$ cat src/rtl/sb_pkg.sv
package sb_pkg;
  typedef enum logic {
    SB_IDLE = 1'b0,
    SB_RESP = 1'b1
  } sb_state_e;
endpackage

$ cat src/rtl/sb_store.sv
module sb_store #(
  parameter int DW    = 32,
  parameter int AW    = 16,
  parameter int DEPTH = 4,
  localparam int PW   = (DEPTH > 1) ? $clog2(DEPTH) : 1,
  localparam int CW   = $clog2(DEPTH + 1)
) (
  input  logic          clk,
  input  logic          rst_n,
  input  logic          flush,
  input  logic          alloc,
  input  logic [AW-1:0] alloc_tag,
  input  logic          fill,
  input  logic [DW-1:0] fill_data,
  input  logic          pop,
  output logic [CW-1:0] cnt,
  output logic [CW-1:0] pcnt,
  output logic [AW-1:0] head_tag,
  output logic [DW-1:0] head_data,
  output logic          head_pend
);
  logic [AW-1:0]    tag_mem  [DEPTH];
  logic [DW-1:0]    data_mem [DEPTH];
  logic [DEPTH-1:0] pend;
  logic [PW-1:0]    hd, tl, fp;

  function automatic logic [PW-1:0] step(input logic [PW-1:0] p);
    return (p == PW'(DEPTH - 1)) ? '0 : p + 1'b1;
  endfunction

  always_ff @(posedge clk or negedge rst_n) begin
    if (!rst_n) begin
      hd <= '0; tl <= '0; fp <= '0;
      cnt <= '0; pcnt <= '0; pend <= '0;
    end else if (flush) begin
      hd <= '0; tl <= '0; fp <= '0;
      cnt <= '0; pcnt <= '0; pend <= '0;
    end else begin
      if (alloc) begin
        pend[tl] <= 1'b1;
        tl       <= step(tl);
      end
      if (fill) begin
        pend[fp] <= 1'b0;
        fp       <= step(fp);
      end
      if (pop) hd <= step(hd);
      cnt  <= cnt + CW'(alloc) - CW'(pop);
      pcnt <= pcnt + CW'(alloc) - CW'(fill);
    end
  end

  always_ff @(posedge clk) begin
    if (alloc && !flush) tag_mem[tl] <= alloc_tag;
    if (fill && !flush)  data_mem[fp] <= fill_data;
  end

  assign head_tag  = tag_mem[hd];
  assign head_data = data_mem[hd];
  assign head_pend = pend[hd];
endmodule

$ cat src/rtl/sb_issue.sv
module sb_issue #(
  parameter int AW    = 16,
  parameter int DEPTH = 4,
  localparam int CW   = $clog2(DEPTH + 1)
) (
  input  logic          clk,
  input  logic          rst_n,
  input  logic          restart,
  input  logic [AW-1:0] restart_blk,
  input  logic [CW-1:0] cnt,
  input  logic [CW-1:0] pcnt,
  input  logic          req_ready,
  input  logic          rsp_valid,
  output logic          req_valid,
  output logic [AW-1:0] req_blk,
  output logic          alloc,
  output logic          fill
);
  logic          armed;
  logic [CW-1:0] drop;
  logic [AW-1:0] nxt;
  logic [CW:0]   inflight;
  logic [CW:0]   drop_sum;

  assign inflight  = {1'b0, pcnt} + {1'b0, drop};
  assign req_valid = armed && (cnt < CW'(DEPTH)) && (inflight < (CW + 1)'(DEPTH));
  assign req_blk   = nxt;
  assign alloc     = req_valid && req_ready;
  assign fill      = rsp_valid && (drop == '0);
  assign drop_sum  = inflight + (CW + 1)'(alloc) - (CW + 1)'(rsp_valid);

  always_ff @(posedge clk or negedge rst_n) begin
    if (!rst_n) begin
      armed <= 1'b0;
      drop  <= '0;
      nxt   <= '0;
    end else begin
      if (restart) begin
        armed <= 1'b1;
        drop  <= drop_sum[CW-1:0];
        nxt   <= restart_blk + 1'b1;
      end else begin
        if (rsp_valid && drop != '0) drop <= drop - 1'b1;
        if (alloc) nxt <= nxt + 1'b1;
      end
    end
  end
endmodule

$ cat src/rtl/stream_prefetch_buf.sv
module stream_prefetch_buf #(
  parameter int DW    = 32,
  parameter int AW    = 16,
  parameter int DEPTH = 4,
  localparam int CW   = $clog2(DEPTH + 1)
) (
  input  logic          clk,
  input  logic          rst_n,
  input  logic          lkp_valid,
  output logic          lkp_ready,
  input  logic [AW-1:0] lkp_blk,
  output logic          fill_valid,
  input  logic          fill_ready,
  output logic          fill_hit,
  output logic [DW-1:0] fill_data,
  output logic          req_valid,
  input  logic          req_ready,
  output logic [AW-1:0] req_blk,
  input  logic          rsp_valid,
  input  logic [DW-1:0] rsp_data
);
  import sb_pkg::*;

  sb_state_e     st;
  logic          hit_q;
  logic [CW-1:0] cnt, pcnt;
  logic [AW-1:0] head_tag;
  logic [DW-1:0] head_data;
  logic          head_pend;
  logic          alloc, fill, pop, restart;
  logic          lkp_fire, fill_fire, head_match;

  assign lkp_ready  = (st == SB_IDLE) && !(req_valid && !req_ready);
  assign lkp_fire   = lkp_valid && lkp_ready;
  assign head_match = (cnt != '0) && (head_tag == lkp_blk);
  assign restart    = lkp_fire && !head_match;
  assign fill_valid = (st == SB_RESP) && (!hit_q || !head_pend);
  assign fill_hit   = hit_q;
  assign fill_data  = hit_q ? head_data : '0;
  assign fill_fire  = fill_valid && fill_ready;
  assign pop        = fill_fire && hit_q;

  always_ff @(posedge clk or negedge rst_n) begin
    if (!rst_n) begin
      st    <= SB_IDLE;
      hit_q <= 1'b0;
    end else if (st == SB_IDLE) begin
      if (lkp_fire) begin
        st    <= SB_RESP;
        hit_q <= head_match;
      end
    end else if (fill_fire) begin
      st <= SB_IDLE;
    end
  end

  sb_issue #(.AW(AW), .DEPTH(DEPTH)) u_issue (
    .clk(clk), .rst_n(rst_n), .restart(restart), .restart_blk(lkp_blk),
    .cnt(cnt), .pcnt(pcnt), .req_ready(req_ready), .rsp_valid(rsp_valid),
    .req_valid(req_valid), .req_blk(req_blk), .alloc(alloc), .fill(fill)
  );

  sb_store #(.DW(DW), .AW(AW), .DEPTH(DEPTH)) u_store (
    .clk(clk), .rst_n(rst_n), .flush(restart), .alloc(alloc), .alloc_tag(req_blk),
    .fill(fill), .fill_data(rsp_data), .pop(pop), .cnt(cnt), .pcnt(pcnt),
    .head_tag(head_tag), .head_data(head_data), .head_pend(head_pend)
  );
endmodule

$ cat config.mk
export PLATFORM = sky130hd
export DESIGN_NAME = stream_prefetch_buf
export DESIGN_NICKNAME = d
export VERILOG_FILES = /design/src/rtl/sb_pkg.sv /design/src/rtl/sb_store.sv /design/src/rtl/sb_issue.sv /design/src/rtl/stream_prefetch_buf.sv
export SDC_FILE = /design/constraint.sdc
export NUM_CORES = 1
export LEC_CHECK = 0
export BUFFER_PORTS_ARGS = -buffer_cell sky130_fd_sc_hd__clkbuf_2
export CAP_MARGIN = 20
export CORE_ASPECT_RATIO = 0.6
export CORE_MARGIN = 2
export CORE_UTILIZATION = 50
export DETAILED_ROUTE_END_ITERATION = 16
export PLACE_DENSITY = 0.78
export SYNTH_ARGS = -nofsm -noshare
export SYNTH_HDL_FRONTEND = slang
export SYNTH_SLANG_ARGS = --single-unit
$ cat constraint.sdc
create_clock -name clk -period 5.33 [get_ports clk]
set_clock_uncertainty 0.1 [all_clocks]
set_input_delay 0.533 -clock clk [delete_from_list [all_inputs] [get_ports clk]]
set_output_delay 0.533 -clock clk [all_outputs]
set_load 0.05 [all_outputs]
Word-level counts from Yosys, hierarchy flattened
Memories as Yosys holds them, arrays and structs flattened.
Index checks and enable logic that the tools add are counted.
{"block": "totals", "reg_bits": 38, "mem_bits_rw": 192, "in_bits": 54, "elab_cells": 106, "n_memories": 2}
{"block": "classes", "n_addsub": 13, "order_cmp": 7, "eq_ne": 4, "mux": 33, "bitwise": 4, "reduce_logical": 32}
{"memory": "u_store.data_mem", "depth": 4, "width": 32, "read_ports": 1, "rd_clocked_by_memory_dff": 0, "write_ports": 1, "line_no": "sb_store.sv:23", "text": "logic [DW-1:0] data_mem [DEPTH];"}
{"memory": "u_store.tag_mem", "depth": 4, "width": 16, "read_ports": 1, "rd_clocked_by_memory_dff": 0, "write_ports": 1, "line_no": "sb_store.sv:22", "text": "logic [AW-1:0] tag_mem [DEPTH];"}
{"operator": "$add A16 B1 Y16 const B", "count": 2}
{"operator": "$mux W16", "count": 2}
{"operator": "$mux W32", "count": 1}
{"operator": "$mux W2", "count": 9}
{"operator": "$logic_and A1 B1 Y1", "count": 17}
{"operator": "$eq A16 B16 Y1", "count": 1}
{"operator": "$mux W4", "count": 4}
{"operator": "$mux W3", "count": 4}
{"operator": "$mux W1", "count": 10}
{"operator": "$add A3 B1 Y3", "count": 3}
{"operator": "$lt A2 B3 Y1 const B", "count": 3}
{"operator": "$sub A3 B1 Y3", "count": 3}
{"operator": "$reduce_bool A2 Y1", "count": 4}
{"operator": "$add A2 B1 Y2 const B", "count": 3}
{"operator": "$eq A2 B2 Y1 const B", "count": 3}
{"operator": "$logic_not A1 Y1", "count": 6}
{"operator": "$reduce_bool A3 Y1", "count": 2}
{"operator": "$add A3 B3 Y4", "count": 1}
{"operator": "$and A4 B4 Y4", "count": 1}
{"operator": "$demux W1 S2", "count": 2}
{"operator": "$ge A2 B1 Y1 const B", "count": 2}
{"operator": "$lt A4 B3 Y1 const B", "count": 1}
{"operator": "$not A4 Y4", "count": 1}
{"operator": "$or A4 B4 Y4", "count": 1}
{"operator": "7 further kinds", "count": 7}

Logic depth before layout (Yosys ltp)
{"block": "logic_depth", "depth_word": 12, "mapped_depth": 18, "depth_no_buf": 17}

Hierarchy
Synthesis repeated with hierarchy kept, for this count alone.
{"block": "hier_totals", "cells_unflattened": 597, "area_unflattened_um2": 10173.5}
{"module": "sb_store", "instances": 1, "cells_per_inst": 342, "area_each_um2": 7912.6, "seq_area_each_um2": 6165.9}
{"module": "sb_issue", "instances": 1, "cells_per_inst": 184, "area_each_um2": 1746.7, "seq_area_each_um2": 500.5}
{"module": "stream_prefetch_buf", "instances": 1, "cells_per_inst": 71, "area_each_um2": 514.2, "seq_area_each_um2": 50.0}

Worst setup path before layout
OpenSTA, ideal clock, no wires.
{"block": "synth_timing", "kind": "register -> register", "start": "reg u_store.hd[0]", "end": "reg u_store.cnt[2]", "setup_time_ps": 121, "arrival_time_ps": 4011, "path_slack_ps": 1098, "stages_incl_launch_ff": 15, "n_path_buf": 3, "period_less_slack_ps": 4232, "cell_sequence": "dfrtp_1 > buf_6 > buf_6 > mux4_2 > a21boi_0 > and3_1 > clkbuf_1 > ha_1 > inv_1 > ha_1 > inv_1 > fa_1 > xor2_1 > xnor2_1 > nor2_1"}
{"block": "synth_between", "elab_chain_len": 9, "elab_cells_between_ends": 14, "classes_between": "add/sub: 1; eq/ne: 1; mux: 3; reduce/logical: 8; memory: 1"}
{"item": "from (decl)", "line_no": "sb_store.sv:25", "text": "logic [PW-1:0] hd, tl, fp;"}
{"item": "from (signal assigned)", "line_no": "sb_store.sv:47", "text": "if (pop) hd <= step(hd);"}
{"item": "$bmux W1 S2", "line_no": "sb_store.sv:60", "text": "assign head_pend = pend[hd];"}
{"item": "$mux W1 (implied by the code)", "line_no": "sb_store.sv:60"}
{"item": "$logic_not A1 Y1", "line_no": "stream_prefetch_buf.sv:37", "text": "assign fill_valid = (st == SB_RESP) && (!hit_q || !head_pend);"}
{"item": "$logic_or A1 B1 Y1", "line_no": "stream_prefetch_buf.sv:37"}
{"item": "$logic_and A1 B1 Y1", "line_no": "stream_prefetch_buf.sv:37"}
{"item": "named net fill_valid", "line_no": "stream_prefetch_buf.sv:12", "text": "output logic fill_valid,"}
{"item": "$logic_and A1 B1 Y1", "line_no": "stream_prefetch_buf.sv:40", "text": "assign fill_fire = fill_valid && fill_ready;"}
{"item": "$logic_and A1 B1 Y1", "line_no": "stream_prefetch_buf.sv:41", "text": "assign pop = fill_fire && hit_q;"}
{"item": "$sub A3 B1 Y3", "line_no": "sb_store.sv:48", "text": "cnt <= cnt + CW'(alloc) - CW'(pop);"}
{"item": "$mux W3", "line_no": "sb_store.sv:35", "text": "end else if (flush) begin"}
{"item": "to (signal assigned)", "line_no": "sb_store.sv:48"}
{"item": "to (decl)", "line_no": "sb_store.sv:16", "text": "output logic [CW-1:0] cnt,"}
The timed path passes the listed nets, and every way through them passes these cells. The select of a mux whose other input is x is not followed.
A chain may end at the register's enable or synchronous reset.

Worst setup path in the final report
{"block": "layout_timing", "start": "reg u_issue.drop[0]", "end": "reg u_issue.nxt[14], in the netlist u_issue.req_blk[14]"}
{"block": "layout_between", "elab_chain_len": 9, "elab_cells_between_ends": 11, "classes_between": "add/sub: 1; order compare: 1; mux: 1; reduce/logical: 8"}
{"item": "from (decl)", "line_no": "sb_issue.sv:20", "text": "logic [CW-1:0] drop;"}
{"item": "from (signal assigned)", "line_no": "sb_issue.sv:40", "text": "drop <= drop_sum[CW-1:0];"}
{"item": "from (signal assigned)", "line_no": "sb_issue.sv:43", "text": "if (rsp_valid && drop != '0) drop <= drop - 1'b1;"}
{"item": "$add A3 B3 Y4 (*)", "line_no": "sb_issue.sv:25", "text": "assign inflight = {1'b0, pcnt} + {1'b0, drop};"}
{"item": "$lt A4 B3 Y1 (*)", "line_no": "sb_issue.sv:26", "text": "assign req_valid = armed && (cnt < CW'(DEPTH)) && (inflight < (CW + 1)'(DEPTH));"}
{"item": "$logic_and A1 B1 Y1 (*)", "line_no": "sb_issue.sv:26"}
{"item": "$logic_and A1 B1 Y1", "line_no": "stream_prefetch_buf.sv:33", "text": "assign lkp_ready = (st == SB_IDLE) && !(req_valid && !req_ready);"}
{"item": "$logic_not A1 Y1", "line_no": "stream_prefetch_buf.sv:33"}
{"item": "$logic_and A1 B1 Y1", "line_no": "stream_prefetch_buf.sv:33"}
{"item": "$logic_and A1 B1 Y1", "line_no": "stream_prefetch_buf.sv:34", "text": "assign lkp_fire = lkp_valid && lkp_ready;"}
{"item": "$logic_and A1 B1 Y1", "line_no": "stream_prefetch_buf.sv:36", "text": "assign restart = lkp_fire && !head_match;"}
{"item": "$mux W16 / $reduce_bool A2 Y1 (equally long branches)"}
{"item": "to (signal assigned)", "line_no": "sb_issue.sv:41", "text": "nxt <= restart_blk + 1'b1;"}
{"item": "to (signal assigned)", "line_no": "sb_issue.sv:44", "text": "if (alloc) nxt <= nxt + 1'b1;"}
{"item": "to (decl)", "line_no": "sb_issue.sv:21", "text": "logic [AW-1:0] nxt;"}
Every way passes the cells marked *; elsewhere a longest branch is shown, timed or not.

==> flow_metrics.env <==
export IMPL_rrSetupSlack_ps=690
export IMPL_hold_ws_ps=156
export IMPL_cts_buffer_depth=3
export IMPL_max_stage_delay_ps=550
export IMPL_hold_path_end="u_store.data_mem[2][20]$_DFFE_PP_"
export IMPL_vias_per_cell=5.55
export IMPL_cts_setup_buffers=0
export IMPL_core_mm2=0.0193
export IMPL_avgSynthCellArea_um2=16.9
export IMPL_synth_compound_area_share_pct=1.56
export IMPL_crit_type="reg2reg"
export IMPL_yosys_warnings=0
export IMPL_start_kind="flop"
export IMPL_hp_start="rsp_data[20]"
export IMPL_register_area_mm2=0.00672
export IMPL_slew_headroom_pct=17.2
export IMPL_ant_nets=0
export IMPL_finalHoldViolations=0
export IMPL_dr_pass1_iters=5
export IMPL_synthDominantCellAreaShare_pct=57.9
export IMPL_synth_common_cells="edfxtp_1 (192), mux4_2 (47), dfrtp_1 (38)"
export IMPL_synth_nets=667
export IMPL_dp_hpwl_mm=13.4
export IMPL_synth_xor_area_share_pct=4.75
export IMPL_setup_violations_final=0
export IMPL_required_ps=5580
export IMPL_grt_pass1_vias=5772
export IMPL_clk_pin_slew_ps=60
export IMPL_multiInputGateArea_mm2=0.00307
export IMPL_worstHoldPathType="in2reg"
export IMPL_htreeDepth=1
export IMPL_fin_cells=990
export IMPL_cp_slowest_cell="nor2_4"
export IMPL_clk_latency_ps=490
export IMPL_dieWidth_um=186
export IMPL_grt_first_pass_wirelength_mm=32.4
export IMPL_wirelength_mm=20.6
export IMPL_cts_inserted_buffers=23
export IMPL_seq_area_frac_synth_pct=67.4
export IMPL_die_h_um=113
export IMPL_end_kind="flop"
export IMPL_drt_iter0_drc=520
export IMPL_gp_congestion=0.825
export IMPL_ys_ff_latch=230
export IMPL_hold_depth=1
export IMPL_synth_mux_area_share_pct=13.5
export IMPL_pin_count=106
export IMPL_yosys_area_share_adder_pct=3.44
export IMPL_r2r_cells=16
export IMPL_yosysTopAreaCell="edfxtp_1"
export IMPL_fmax_ghz=0.216
export IMPL_crit_arrival_ps=4890
export IMPL_ir_drop_uv=222
export IMPL_synth_edf_count=192
export IMPL_grt_usage_pct=20.2
export IMPL_ys_flop_type="edfxtp_1"
export IMPL_syn_to_final_growth_pct=15.4
export IMPL_ctsResizeCount=0
export IMPL_critPathTopFamily="simple AND/OR/NAND/NOR gates"
export IMPL_rsz0062_at_grt="false"
export IMPL_reg2reg_to="u_issue.req_blk[14]$_DFFE_PN0P_"
export IMPL_antenna_found_initial=0
export IMPL_fp_dieArea_mm2=0.0211
export IMPL_initial_core_util_pct=51.7
export IMPL_n_fill_cell=1402
export IMPL_regToRegStartpoint="u_issue.drop[0]$_DFFE_PN0P_"
export IMPL_critPathMostFrequentCell="ha_1"
export IMPL_synth_simple_gate_area_share_pct=7.22
export IMPL_rows=39
export IMPL_finalCritPeriodShare_pct=87.0
export IMPL_synth_top_family_by_area="multiplexers"
export IMPL_path_cells="ha_1, inv_1, fa_1, nor2b_1, nand3b_1, o2111ai_1, nor2_1, or3b_2, nor2_4, mux2_2, ha_1, and3_1, nand3_1, nor4_1, xnor2_1, mux2i_1"
export IMPL_ctsRootBufferMaster="clkbuf_16"
export IMPL_tns_ps=0
export IMPL_ys_top_cells_by_area="edfxtp_1 (58%), mux4_2 (11%), dfrtp_1 (9.5%)"
export IMPL_wl_per_cell_um=20.8
export IMPL_cap_violations=0
export IMPL_portBuffers=105
export IMPL_cts_tree="yes"
export IMPL_antennaDiodeCount=0
export IMPL_placed_cells=948
export IMPL_ys_types=42
export IMPL_leakage_nw=4.10
export IMPL_fin_crit_ps=4640
export IMPL_worst_pin_slew_ps=1230
export IMPL_drive_gt1_share_pct=28.9
export IMPL_syn_cell_area_mm2=0.00996
export IMPL_drc=0
export IMPL_status="completed"
export IMPL_slew_violations=0
export IMPL_nNetsFinal=788
export IMPL_postSynthCellCount=588
export IMPL_grt_max_degree=39
export IMPL_crit_buf_inv=1
export IMPL_cellPowerDensity_mw_per_mm2=461
export IMPL_clkSinkCount=230
export IMPL_synth_most_common_cell="edfxtp_1"
export IMPL_via_count=5490
export IMPL_grt_overflow_total=0
export IMPL_worstPathMaxFanout=18
export IMPL_async_flop_share_pct=16.5
-- power breakdown --
group | internal (mW) | leakage, nW | switching [mW]
registers | 2.26 | 2.20 | 0.241
logic | 0.499 | 1.59 | 0.895
clock network | 0.794 | 0.310 | 0.618
-- stage by stage --
step	total power, mW	utilization, %	worst slack [ps]	cell area, um2
floorplan	3.48	-	1100	9960
global placement	3.83	56.2	1030	10800
detailed placement	3.91	56.2	777	10800
CTS	5.32	59.5	766	11500
global route	5.55	59.7	479	11500
finish	5.31	59.7	691	11500
-- layout by cell type (no fill, tap or decap), types with 5 or more instances in the layout --
master / count
a21oi_1: 10
nor2_4: 5
nor4_1: 6
nor2_1: 26
clkbuf_2: 105
clkinv_1: 5
clkbuf_1: 9
and3_1: 8
dfrtp_1: 36
inv_1: 21
xnor2_1: 26
edfxtp_1: 192
xor2_1: 28
and2_1: 33
buf_4: 13
nand3_1: 15
clkbuf_16: 23
ha_1: 21
mux2i_1: 23
mux4_2: 47
nand2_1: 26
-- cell families (layout without fill, tap and decap cells) --
group / after synthesis / after routing
compound gates: 21 / 21
xor+xnor: 54 / 54
fa+ha+maj: 25 / 25
buf+inv: 45 / 181
flops: 230 / 230
mux: 75 / 75
simple gates: 138 / 138
-- sequential cells by signal, summed over array words and instances, names as in the netlist --
name,count
u_store.pcnt,3
u_store.fp,2
u_issue.drop,3
u_store.cnt,3
fill_hit,1
u_store.data_mem,128
u_issue.req_blk,16
st,1
u_store.hd,2
u_issue.armed,1
u_store.tag_mem,64
u_store.tl,2
u_store.pend,4
-- worst max path at each step --
stage	endpoint	depth (start not counted)	slack (ps)	from
finish	u_issue.req_blk[14]$_DFFE_PN0P_	16	690	u_issue.drop[0]$_DFFE_PN0P_
detailed placement	u_issue.req_blk[14]$_DFFE_PN0P_	16	780	u_issue.drop[0]$_DFFE_PN0P_
global placement	u_issue.req_blk[14]$_DFFE_PN0P_	16	1030	u_issue.drop[0]$_DFFE_PN0P_
CTS	u_issue.req_blk[14]$_DFFE_PN0P_	16	770	u_issue.drop[0]$_DFFE_PN0P_
floorplan	u_store.cnt[2]$_DFF_PN0_	14	1100	u_store.hd[0]$_DFFE_PN0P_
global route	u_issue.req_blk[14]$_DFFE_PN0P_	16	480	u_issue.drop[0]$_DFFE_PN0P_
-- final cells by class --
class / count / share of cell area, %
clock buffers: 32 / 5.30
clock inverters: 8 / 0.315
inverters: 21 / 0.685
multi-input cells: 313 / 26.7
flip-flops and latches: 230 / 58.4
well taps: 266 / 2.89
repair buffers: 120 / 5.68
-- layer usage --
layer | share of wire [%] | global-route usage, % | vias up
met4 | 1.7 | 4.46 | 0
met5 | 0 | 0 | -
met2 | 47 | 31.7 | 226
li1 | - | - | 2467
met1 | 44 | 29.5 | 2764
met3 | 7.6 | 4.47 | 33
-- timing repair --
| item | in CTS | in global routing |
|---|---|---|
| hold buffers | 0 | 1 |
| endpoints found under the setup margin | 0 | 0 |
| endpoints found under the hold margin | 0 | 12 |
(Power assumes the default switching activity.)
